--- config.mk ---
export PLATFORM = sky130hd
export DESIGN_NAME = shift_add_mult
export DESIGN_NICKNAME = d
export VERILOG_FILES = /design/src/rtl/shift_add_pkg.sv /design/src/rtl/shift_add_seq.sv /design/src/rtl/shift_add_dp.sv /design/src/rtl/shift_add_mult.sv
export SDC_FILE = /design/constraint.sdc
export NUM_CORES = 1
export LEC_CHECK = 0
export BUFFER_PORTS_ARGS = -buffer_cell sky130_fd_sc_hd__buf_2
export CAP_MARGIN = 25
export CORE_MARGIN = 4
export CORE_UTILIZATION = 35
export CTS_CLUSTER_DIAMETER = 120
export DETAILED_ROUTE_END_ITERATION = 10
export GPL_TIMING_DRIVEN = 1
export PLACE_DENSITY_LB_ADDON = 0.25
export SYNTH_ARGS = -nofsm -noshare
export SYNTH_HDL_FRONTEND = slang
export SYNTH_SLANG_ARGS = --single-unit
--- constraint.sdc ---
create_clock -name clk -period 3.74 [get_ports clk]
set_input_delay 0.561 -clock clk [delete_from_list [all_inputs] [get_ports clk]]
set_output_delay 0.561 -clock clk [all_outputs]
set_load 0.005 [all_outputs]
--- src/rtl/shift_add_pkg.sv ---
// Package: shared types for the shift-add multiplier.
// Assumes: nothing beyond the SystemVerilog standard.
package shift_add_pkg;
    typedef enum logic {
        SEQ_IDLE = 1'b0,
        SEQ_RUN  = 1'b1
    } seq_state_t;
endpackage

--- src/rtl/shift_add_seq.sv ---
// Module: sequencer for the iterative multiplier. It accepts a start
// while idle, counts WIDTH iteration cycles and pulses done after the
// last one.
// Assumes: start is sampled only while idle; WIDTH >= 2.
module shift_add_seq
    import shift_add_pkg::*;
#(
    parameter int WIDTH = 32
) (
    input  logic clk,
    input  logic rst_n,
    input  logic start_i,
    output logic load_o,
    output logic step_o,
    output logic busy_o,
    output logic done_o
);
    localparam int CNT_W = (WIDTH > 1) ? $clog2(WIDTH) : 1;
    localparam logic [CNT_W-1:0] LAST_CNT = CNT_W'(WIDTH - 1);

    seq_state_t       state_q;
    logic [CNT_W-1:0] cnt_q;
    logic             done_q;
    logic             last_step;

    assign load_o    = start_i && (state_q == SEQ_IDLE);
    assign step_o    = (state_q == SEQ_RUN);
    assign last_step = step_o && (cnt_q == LAST_CNT);
    assign busy_o    = step_o;
    assign done_o    = done_q;

    // Purpose: move between idle and running, and count the iterations.
    always_ff @(posedge clk) begin
        if (!rst_n) begin
            state_q <= SEQ_IDLE;
            cnt_q   <= '0;
        end else if (load_o) begin
            state_q <= SEQ_RUN;
            cnt_q   <= '0;
        end else if (last_step) begin
            state_q <= SEQ_IDLE;
            cnt_q   <= '0;
        end else if (step_o) begin
            cnt_q   <= cnt_q + 1'b1;
        end
    end

    // Purpose: raise done for the single cycle after the last iteration.
    always_ff @(posedge clk) begin
        if (!rst_n) done_q <= 1'b0;
        else        done_q <= last_step;
    end


    // iter_count_chk: the counter never reaches WIDTH.
    iter_count_chk: assert property (@(posedge clk) disable iff (!rst_n)
        cnt_q <= LAST_CNT);


    // busy_to_done_chk: the end of a run always brings done.
    busy_to_done_chk: assert property (@(posedge clk) disable iff (!rst_n)
        $fell(busy_o) |-> done_o);


    // done_single_chk: done never lasts two cycles.
    done_single_chk: assert property (@(posedge clk) disable iff (!rst_n)
        done_o |=> !done_o);


    // start_ignored_chk: a start while running does not restart the count.
    start_ignored_chk: assert property (@(posedge clk) disable iff (!rst_n)
        (busy_o && start_i && !last_step) |=> (busy_o && cnt_q == $past(cnt_q) + 1'b1));
endmodule

--- src/rtl/shift_add_dp.sv ---
// Module: datapath of the iterative multiplier. It holds the
// multiplicand register and one double-width register whose low half
// starts as the multiplier and whose high half builds up the sum.
// Assumes: load and step are never both high.
module shift_add_dp #(
    parameter int WIDTH = 32
) (
    input  logic               clk,
    input  logic               rst_n,
    input  logic               load_i,
    input  logic               step_i,
    input  logic [WIDTH-1:0]   mcand_i,
    input  logic [WIDTH-1:0]   mplier_i,
    output logic [2*WIDTH-1:0] acc_o
);
    localparam int ACC_W = 2 * WIDTH;

    logic [WIDTH-1:0] mcand_q;
    logic [ACC_W-1:0] acc_q;
    logic [WIDTH:0]   addend;
    logic [WIDTH:0]   sum;
    logic [ACC_W-1:0] acc_next;

    // Purpose: select the multiplicand or zero from bit 0, add it to the
    // high half, and form the right-shifted register value.
    always_comb begin
        addend   = acc_q[0] ? {1'b0, mcand_q} : '0;
        sum      = {1'b0, acc_q[ACC_W-1:WIDTH]} + addend;
        acc_next = {sum, acc_q[WIDTH-1:1]};
    end

    // Purpose: capture the operands on load and hold them otherwise.
    always_ff @(posedge clk) begin
        if (!rst_n)      mcand_q <= '0;
        else if (load_i) mcand_q <= mcand_i;
    end

    // Purpose: clear the high half on load, then add and shift each step.
    always_ff @(posedge clk) begin
        if (!rst_n)      acc_q <= '0;
        else if (load_i) acc_q <= {{WIDTH{1'b0}}, mplier_i};
        else if (step_i) acc_q <= acc_next;
    end

    assign acc_o = acc_q;


    // load_value_chk: after a load the high half is clear and the low half holds the multiplier.
    load_value_chk: assert property (@(posedge clk) disable iff (!rst_n)
        load_i |=> (acc_q[ACC_W-1:WIDTH] == '0 && acc_q[WIDTH-1:0] == $past(mplier_i)));


    // zero_bit_shift_chk: a clear test bit only shifts the register.
    zero_bit_shift_chk: assert property (@(posedge clk) disable iff (!rst_n)
        (step_i && !acc_q[0]) |=> (acc_q == ($past(acc_q) >> 1)));


    // mcand_hold_chk: the multiplicand does not change while iterating.
    mcand_hold_chk: assert property (@(posedge clk) disable iff (!rst_n)
        step_i |=> $stable(mcand_q));


    // idle_hold_chk: with no accepted start the register keeps its value.
    idle_hold_chk: assert property (@(posedge clk) disable iff (!rst_n)
        (!load_i && !step_i) |=> $stable(acc_q));
endmodule

--- src/rtl/shift_add_mult.sv ---
// Module: top of the iterative unsigned multiplier. It joins the
// sequencer and the datapath; the product register drives the output
// directly.
// Assumes: operands are valid in the cycle that start is high.
module shift_add_mult #(
    parameter int WIDTH = 32
) (
    input  logic               clk,
    input  logic               rst_n,
    input  logic               start_i,
    input  logic [WIDTH-1:0]   mcand_i,
    input  logic [WIDTH-1:0]   mplier_i,
    output logic               busy_o,
    output logic               done_o,
    output logic [2*WIDTH-1:0] product_o
);
    logic load;
    logic step;

    shift_add_seq #(.WIDTH(WIDTH)) u_seq (
        .clk     (clk),
        .rst_n   (rst_n),
        .start_i (start_i),
        .load_o  (load),
        .step_o  (step),
        .busy_o  (busy_o),
        .done_o  (done_o)
    );

    shift_add_dp #(.WIDTH(WIDTH)) u_dp (
        .clk      (clk),
        .rst_n    (rst_n),
        .load_i   (load),
        .step_i   (step),
        .mcand_i  (mcand_i),
        .mplier_i (mplier_i),
        .acc_o    (product_o)
    );


    // done_idle_chk: done and busy are never high together.
    done_idle_chk: assert property (@(posedge clk) disable iff (!rst_n)
        !(done_o && busy_o));
endmodule

==> out/summary.txt, run 1 <==
Cell area after synthesis: 0.00592 sq mm
Yosys warning count: 0
CP Capture Type: flop
Fillcell total: 1769
Worst-Margin Slew: 0.921 ns
Cell variety after synth: 52
Post-CTS Resized: 0
Most common library cells after synthesis: nand2_1 (140), dfxtp_1 (103), and2_1 (65), mux2i_1 (45), o21ai_0 (43)
First-pass GRT wire length: 26200 microns
Non-filler instance count after layout: 1061
FF/Latch Area: 0.00207 sq mm
WL/cell: 14.5 microns
Initial core utilization: 35.7%
Initial antenna violation count: 0
Post-synth EDFFs: 0
TritonCTS buffer count: 9
Synth async-reset ratio: 0%
WS Path Type: reg -> reg
Reg2Reg Depth: 11
Leakage: 3.30 nW
R2R Path Start: u_dp.acc_o[0]
Sequential element share of the synthesized area: 34.8%
P&R area growth vs syn: 19.2%
Die width: 138 microns
Max rail drop VDD: 225 uV
Final ANT Viol Nets: 0
WL final: 15400 microns
Pwr Total: 2.43 mW
Top-area cell type share of the netlist area: 34.8%
Clock Skew: 0.00860 ns
IO buf count: 132
Row count: 47
Setup TNS: 0 ns
Syn Nets: 832
CTS Buffer Depth: 2
Die area: 0.0191 sq mm
Detailed-route via count: 5280
CP startpoint kind: flop
Unrepaired setup endpoints after global routing: no
Status: complete, no violations
Overall die height: 138 microns
Clk_lat worst skew: 0.35 ns
R2R setup slack: 0.53 ns
Ports: 133
Final setup viols: 0
Hold_sp: mcand_i[26]
CTS tree: done
Hold depth: 3
CTS root buffer: clkbuf_16
GRT Total Usage: 16.3%
Vias in the first global route: 5150
Most used DFF post-synth: dfxtp_1
R2r endpoint: u_dp.acc_o[63]
Critical path required time: 3.95 ns
1st-pass router iterations: 4
Initial DRC count: 231
Period utilisation layout: 85.7%
Share of layout cells above drive strength 1: 18.9%
N_diodes: 0
Post-CTS Setup Bufs: 0
Final Wtd Congestion: 0.873
Cell area power density: 344 mW/mm^2
Post-route DRC: 0
Worst Path Arrival: 3.41 ns
Area of the multi-input gates: 0.00368 sq mm
Synthesized instance count: 730
Final hold vios: 0
Crit path max fanout: 19
Fmax: 0.312 GHz
Number of vias per cell: 4.98
Slew HR: 38.6%
Floorplan core area: 0.0166 sq mm
Tmin final: 3.21 ns
Most common cell in the netlist: nand2_1
Final net count: 939
Clock H-tree levels: 3
Post-CTS Hold Fix Bufs: 0
Post-synth top area cell: dfxtp_1
Pin count of the biggest net entering global routing: 97
Syn avg cell area: 8.11 sq um
Seq cells post-synth: 103
# clock sinks: 103
Dpl cells: 1046
Min-Delay Endpoint: u_dp.mcand_q[26]
Synth top area cells: dfxtp_1 (35%), nand2_1 (8.9%), mux2i_1 (7.6%)
Total congestion overflow: 0
Max Cap Violations: 0
Dpl hpwl: 11300 microns
CTS clk-pin slew, worst paths: 0.07 ns
Max-slew violations: 0
Worst Hold Class: in -> reg
[routing by layer]
| layer | track usage [%] | share of wire (%) | up-vias |
|---|---|---|---|
| met1 | 21.4 | 48 | 2389 |
| met4 | 4.00 | 1.0 | 0 |
| met3 | 5.80 | 7.2 | 10 |
| li1 | - | - | 2756 |
| met2 | 25.7 | 44 | 125 |
| met5 | 0 | 0 | - |
[cell usage in the layout (no fill, tap or decap), drive strengths merged, types with 7 or more instances in the layout]
master	instances
buf	140
nand2	140
o21ai	65
nand4	9
clkbuf	12
xor2	8
nor2	32
mux2i	45
nand3	7
a21o	15
dfxtp	103
ha	34
a21boi	33
xnor2	19
and2	65
a21oi	35
and3	9
[kinds of logic (layout without fill, tap and decap cells)]
| logic type | Yosys count | in the layout | share of synthesized area [%] |
|---|---|---|---|
| simple gates | 285 | 285 | 22.8 |
| compound gates | 187 | 187 | 20.1 |
| flops | 103 | 103 | 34.8 |
| buf+inv | 48 | 159 | 3.04 |
| mux | 45 | 45 | 7.61 |
| fa+ha+maj | 35 | 35 | 7.53 |
| xor+xnor | 27 | 27 | 4.00 |
[sequential cells by signal, indices dropped and copies added, names as in the netlist]
name          cells
u_dp.acc_o       64
u_dp.mcand_q     32
u_seq.busy_o      1
u_seq.cnt_q       5
u_seq.done_o      1
[where the power goes]
group	switching, mW	leakage, nW	internal [mW]
clock network	0.405	0.149	0.551
registers	0.0379	0.841	1.15
logic	0.157	2.31	0.129
[how the worst max path moves through the flow]
stage	slack, ns	cells after the start	startpoint	end
global placement	0.59	11	u_dp.acc_o[0]	u_dp.acc_o[63]
detailed placement	0.53	11	u_dp.acc_o[0]	u_dp.acc_o[63]
finish	0.53	11	u_dp.acc_o[0]	u_dp.acc_o[63]
CTS	0.50	11	u_dp.acc_o[0]	u_dp.acc_o[63]
global route	0.13	11	u_dp.acc_o[0]	u_dp.acc_o[63]
floorplan	0.98	11	u_dp.acc_o[0]	u_dp.acc_o[60]
[cell type report]
| type | count | share of cell area (%) |
|---|---|---|
| Clock buffer | 12 | 3.64 |
| Inverter | 4 | 0.213 |
| Clock inverter | 3 | 0.585 |
| Sequential cell | 103 | 29.3 |
| Tap cell | 220 | 3.90 |
| Timing Repair Buffer | 140 | 10.2 |
| Multi-Input combinational cell | 579 | 52.2 |
[stage by stage]
stage                     hold WS [ns]  setup WS, ns  utilization [%]  area (sq um)
after floorplan                  0.430         0.980                -          5920
after global placement           0.440         0.588             40.7          6760
after detailed placement         0.443         0.527             40.7          6760
after CTS                        0.426         0.496             42.5          7050
after global routing             0.437         0.132             42.5          7050
final                            0.439         0.534             42.5          7050
[worst max-delay path, stage by stage, from the launching register on]
cell      delay (ns)
dfxtp_1         0.49
and2_1          0.24
ha_1            0.20
fa_1            0.42
a211oi_1        0.32
o211ai_1        0.17
a31oi_1         0.31
nor4_1          0.08
nor2_1          0.38
o21ai_1         0.19
a31oi_1         0.19
nor3_1          0.06
(Power assumes the default switching activity.)
==> run 2, diff against run 1 <==
- CTS_CLUSTER_SIZE: unset -> 8
- REMOVE_ABC_BUFFERS: unset -> 1
==> run 2 against run 1 <==
  * Register-to-register slack got worse by 0.09 ns
  * Sequential share of layout area decreased by 0.14 points
  * First-iteration DRC count increased by 23%
  * Global-route usage decreased by 0.14 points
  * Clock-buffer cell count decreased by 2
  * Clock power increased by 9.8%
  * Via count increased by 0.25%
  * Power increased by 3.8%
  * Critical path type unchanged
  * Largest cell class unchanged
==> out/summary.txt, run 2 (synthesized netlist as in run 1, its figures left out) <==
First-pass GRT wire length: 26000 microns
Clock H-tree levels: 3
Initial antenna violation count: 0
Non-filler instance count after layout: 1062
CTS clk-pin slew, worst paths: 0.07 ns
N_diodes: 0
Final net count: 939
Slew HR: 50.7%
Number of vias per cell: 4.98
Unrepaired setup endpoints after global routing: no
Status: complete, no violations
Leakage: 3.30 nW
Dpl cells: 1046
CTS tree: done
Pre-CTS setup slack: 0.460 ns
Final Wtd Congestion: 0.838
Post-CTS Hold Fix Bufs: 0
Vias in the first global route: 5176
Worst Path Arrival: 3.50 ns
CTS Buffer Depth: 2
Final ANT Viol Nets: 0
Reg2Reg Depth: 11
Most common cell after layout, fill and taps aside: nand2_1
Max reg flops: 64
Cell area power density: 355 mW/mm^2
Hold depth: 3
Die area: 0.0191 sq mm
IO buf count: 132
Setup WS post-layout: 0.441 ns
Floorplan core area: 0.0166 sq mm
1st-pass router iterations: 5
Fillcell total: 1752
# clock sinks: 103
Post-CTS Setup Bufs: 0
Post-CTS Resized: 0
Worst-Margin Slew: 0.736 ns
Pwr Total: 2.52 mW
Detailed-route via count: 5293
Period utilisation layout: 88.2%
WL final: 15400 microns
Dpl hpwl: 11200 microns
Final setup viols: 0
CTS root buffer: clkbuf_16
CP Capture Type: flop
Max rail drop VDD: 246 uV
WL/cell: 14.5 microns
Crit path max fanout: 22
Initial core utilization: 35.7%
Final Util: 42.7%
Max-slew violations: 0
CP startpoint kind: flop
Initial DRC count: 283
Pin count of the biggest net entering global routing: 67
Clock Skew: 0.00890 ns
Critical path required time: 3.94 ns
Tmin final: 3.30 ns
Max Cap Violations: 0
TritonCTS buffer count: 9
Ports: 133
Die width: 138 microns
Post-route DRC: 0
Row count: 47
Fmax: 0.303 GHz
Clk_lat worst skew: 0.35 ns
WS Path Type: reg -> reg
Overall die height: 138 microns
Total congestion overflow: 0
P&R area growth vs syn: 19.7%
GRT Total Usage: 16.2%
Final hold vios: 0
Worst Hold Class: in -> reg
Most frequent cells in the layout: nand2_1 (140), buf_2 (132), dfxtp_1 (102)
Share of layout cells above drive strength 1: 19.1%
Setup TNS: 0 ns
==> run 2: changes by cell type in the layout (fill, tap and decap cells not counted) <==
cell        before  now
clkinvlp_4       0    2
bufinv_16        1    2
clkbuf_1         1    0
clkbuf_8         2    1
clkinv_2         1    0
clkinv_4         0    1
inv_4            1    0
inv_6            0    1
==> run 2: metal layers <==
metal	wire length (microns)	global-route usage (%)	vias up
met5	0	0	-
met1	7390	21.6	2399
met4	261	5.15	0
met2	6810	25.5	137
met3	972	4.32	15
li1	-	-	2742
==> run 2: stage by stage <==
| stage | hold WS (ns) | instance area (sq um) |
|---|---|---|
| after detailed placement | 0.443 | 6760 |
| after floorplan | 0.430 | 5750 |
| after global placement | 0.441 | 6760 |
| after global routing | 0.443 | 7090 |
| final | 0.441 | 7090 |
| after CTS | 0.427 | 7090 |
==> run 2: worst paths after layout <==
check                   start                to  slack, ns
min reg2reg  u_dp.mcand_q[24]  u_dp.mcand_q[24]       0.45
max reg2reg     u_dp.acc_o[0]    u_dp.acc_o[63]       0.44
max             u_dp.acc_o[0]    u_dp.acc_o[63]       0.44
min               mcand_i[12]  u_dp.mcand_q[12]       0.44
==> run 2: layout make-up <==
cell class	count	area (sq um)	area share (%)
multi-input cells	579	3680	51.9
flip-flops and latches	103	2070	29.1
repair buffers	140	721	10.2
well taps	220	275	3.88
clock buffers	10	239	3.37
clock inverters	6	92.6	1.31
inverters	4	15.0	0.212
==> run 2: power by group <==
part           total (mW)  switching [mW]  internal [mW]  leakage [nW]
combinational       0.274           0.145          0.128          2.31
clock                1.05           0.441          0.609         0.155
sequential           1.19          0.0484           1.15         0.841
==> run 2: worst max-delay path: stages (launching register included) <==
cell and delay, ns:
dfxtp_1 0.53, and2_1 0.25, ha_1 0.20, fa_1 0.44
a211oi_1 0.32, o211ai_1 0.17, a31oi_1 0.33, nor4_1 0.08
nor2_1 0.38, o21ai_1 0.19, a31oi_1 0.19, nor3_1 0.07
==> run 3, diff against run 2 <==
- CORE_UTILIZATION: 35 -> 54
==> run 3 against run 2 <==
  * Clock skew rose by 0.0093 ns
  * Worst hold slack got worse by 0.059 ns
  * Sequential power barely moved
  * Register-to-register slack got worse by 0.05 ns
  * Via count is 1.6% higher
  * Cell count down 7.7%
  * Critical path depth unchanged
  * Clock-buffer cell count unchanged
==> out/summary.txt, run 3 (synthesized netlist as in run 1, its figures left out) <==
CTS tree: done
Most frequent cells in the layout: nand2_1 (140), buf_2 (132), dfxtp_1 (102)
GRT Total Usage: 23.5%
First-pass GRT wire length: 24800 microns
Hold depth: 3
Tmin final: 3.35 ns
Fillcell total: 899
Status: complete, no violations
Worst Path Arrival: 3.61 ns
Row count: 37
Max Cap Violations: 0
Total congestion overflow: 0
WL final: 14700 microns
Post-CTS Resized: 0
Final net count: 941
Post-route cell area: 0.00690 sq mm
Unrepaired setup endpoints after global routing: no
Floorplan core area: 0.0105 sq mm
Post-CTS Hold Fix Bufs: 0
Final Wtd Congestion: 0.885
Ports: 133
Area of the multi-input gates: 0.00368 sq mm
CP Capture Type: flop
CP startpoint kind: flop
Sw Ratio: 26.9%
Max rail drop VDD: 287 uV
P&R area growth vs syn: 16.6%
Overall die height: 113 microns
Fmax: 0.299 GHz
Clk_lat worst skew: 0.40 ns
CTS Buffer Depth: 2
Clock H-tree levels: 3
Die width: 113 microns
Int Power: 1.68 mW
Post-CTS Setup Bufs: 0
Number of vias per cell: 5.49
Seq pwr share: 51.4%
WHS: 0.382 ns
Clock Skew: 0.0182 ns
Max reg flops: 64
WS Path Type: reg -> reg
Post-route DRC: 0
Clk network pwr share: 36.1%
N_diodes: 0
# clock sinks: 103
Setup TNS: 0 ns
1st-pass router iterations: 5
Placed Area: 0.00666 sq mm
Most common cell after layout, fill and taps aside: nand2_1
CTS root buffer: clkbuf_8
Dpl hpwl: 10800 microns
Pwr Total: 2.30 mW
CTS clk-pin slew, worst paths: 0.11 ns
Slew HR: 38.6%
Combinational share of power: 12.5%
Detailed-route via count: 5379
Cell area power density: 334 mW/mm^2
Initial antenna violation count: 0
Vias in the first global route: 5324
WL/cell: 15.0 microns
Die area: 0.0127 sq mm
TritonCTS buffer count: 9
Pin count of the biggest net entering global routing: 98
NetSw: 0.619 mW
Final ANT Viol Nets: 0
Final hold vios: 0
Share of layout cells above drive strength 1: 19.3%
Initial core utilization: 56.3%
Worst Hold Class: in -> reg
Critical path required time: 4.00 ns
Final setup viols: 0
Leakage: 3.28 nW
IO buf count: 132
Initial DRC count: 332
Crit path max fanout: 24
Period utilisation layout: 89.6%
Worst-Margin Slew: 0.921 ns
FF/Latch Area: 0.00206 sq mm
Reg2Reg Depth: 11
Final Util: 65.6%
Max-slew violations: 0
[run 3: cell types whose count changed in the layout (fill, tap and decap cells not counted)]
cell        previous run  this run
buf_4                  8        10
inv_8                  0         1
clkbuf_8               1        10
inv_6                  1         2
clkbuf_16              9         0
clkinvlp_4             2         0
dfxtp_2                0         1
dfxtp_4                1         0
[run 3: area by class of cell]
type | instances | share of cell area (%)
clock buffer | 10 | 2.00
clock inverter | 6 | 1.41
inverter | 4 | 0.218
multi-input combinational | 579 | 53.3
sequential | 103 | 29.9
tap | 136 | 2.47
timing repair buffer | 142 | 10.7
[run 3: critical path, stage by stage, from the launching register on]
cell and delay [ns]:
dfxtp_1 0.56, and2_1 0.26, ha_1 0.20, fa_1 0.43, a211oi_1 0.33, o211ai_1 0.16
a31oi_1 0.31, nor4_1 0.08, nor2_1 0.40, o21ai_1 0.20, a31oi_1 0.20, nor3_1 0.07
[run 3: stage by stage]
step,std cells,setup slack [ns]
after floorplan,686,-0.406
after global placement,964,0.548
after detailed placement,964,0.450
after CTS,980,0.413
after global routing,980,0.216
final,980,0.391
[run 3: power groups by stage]
stage	Clock, mW	Sequential, mW	Combinational [mW]
floorplan	0	1.22	0.142
global placement	0	1.21	0.281
detailed placement	0	1.21	0.290
CTS	0.856	1.18	0.291
global route	0.896	1.19	0.327
finish	0.832	1.18	0.287
[run 3: worst paths after layout]
kind | slack [ns] | endpoint | start
setup / recovery | 0.39 | u_dp.acc_o[63] | u_dp.acc_o[0]
hold / removal | 0.38 | u_dp.mcand_q[25] | mcand_i[25]
setup reg to reg | 0.39 | u_dp.acc_o[63] | u_dp.acc_o[0]
hold reg to reg | 0.46 | u_dp.mcand_q[26] | u_dp.mcand_q[26]
[run 3: routing by layer]
layer  global-route usage, %  wire length, microns  vias to the layer above
met3                    8.72                  1210                       23
met1                    28.7                  6470                     2448
li1                        -                     -                     2748
met2                    39.2                  6780                      160
met4                    6.33                   222                        0
met5                       0                     0                        -
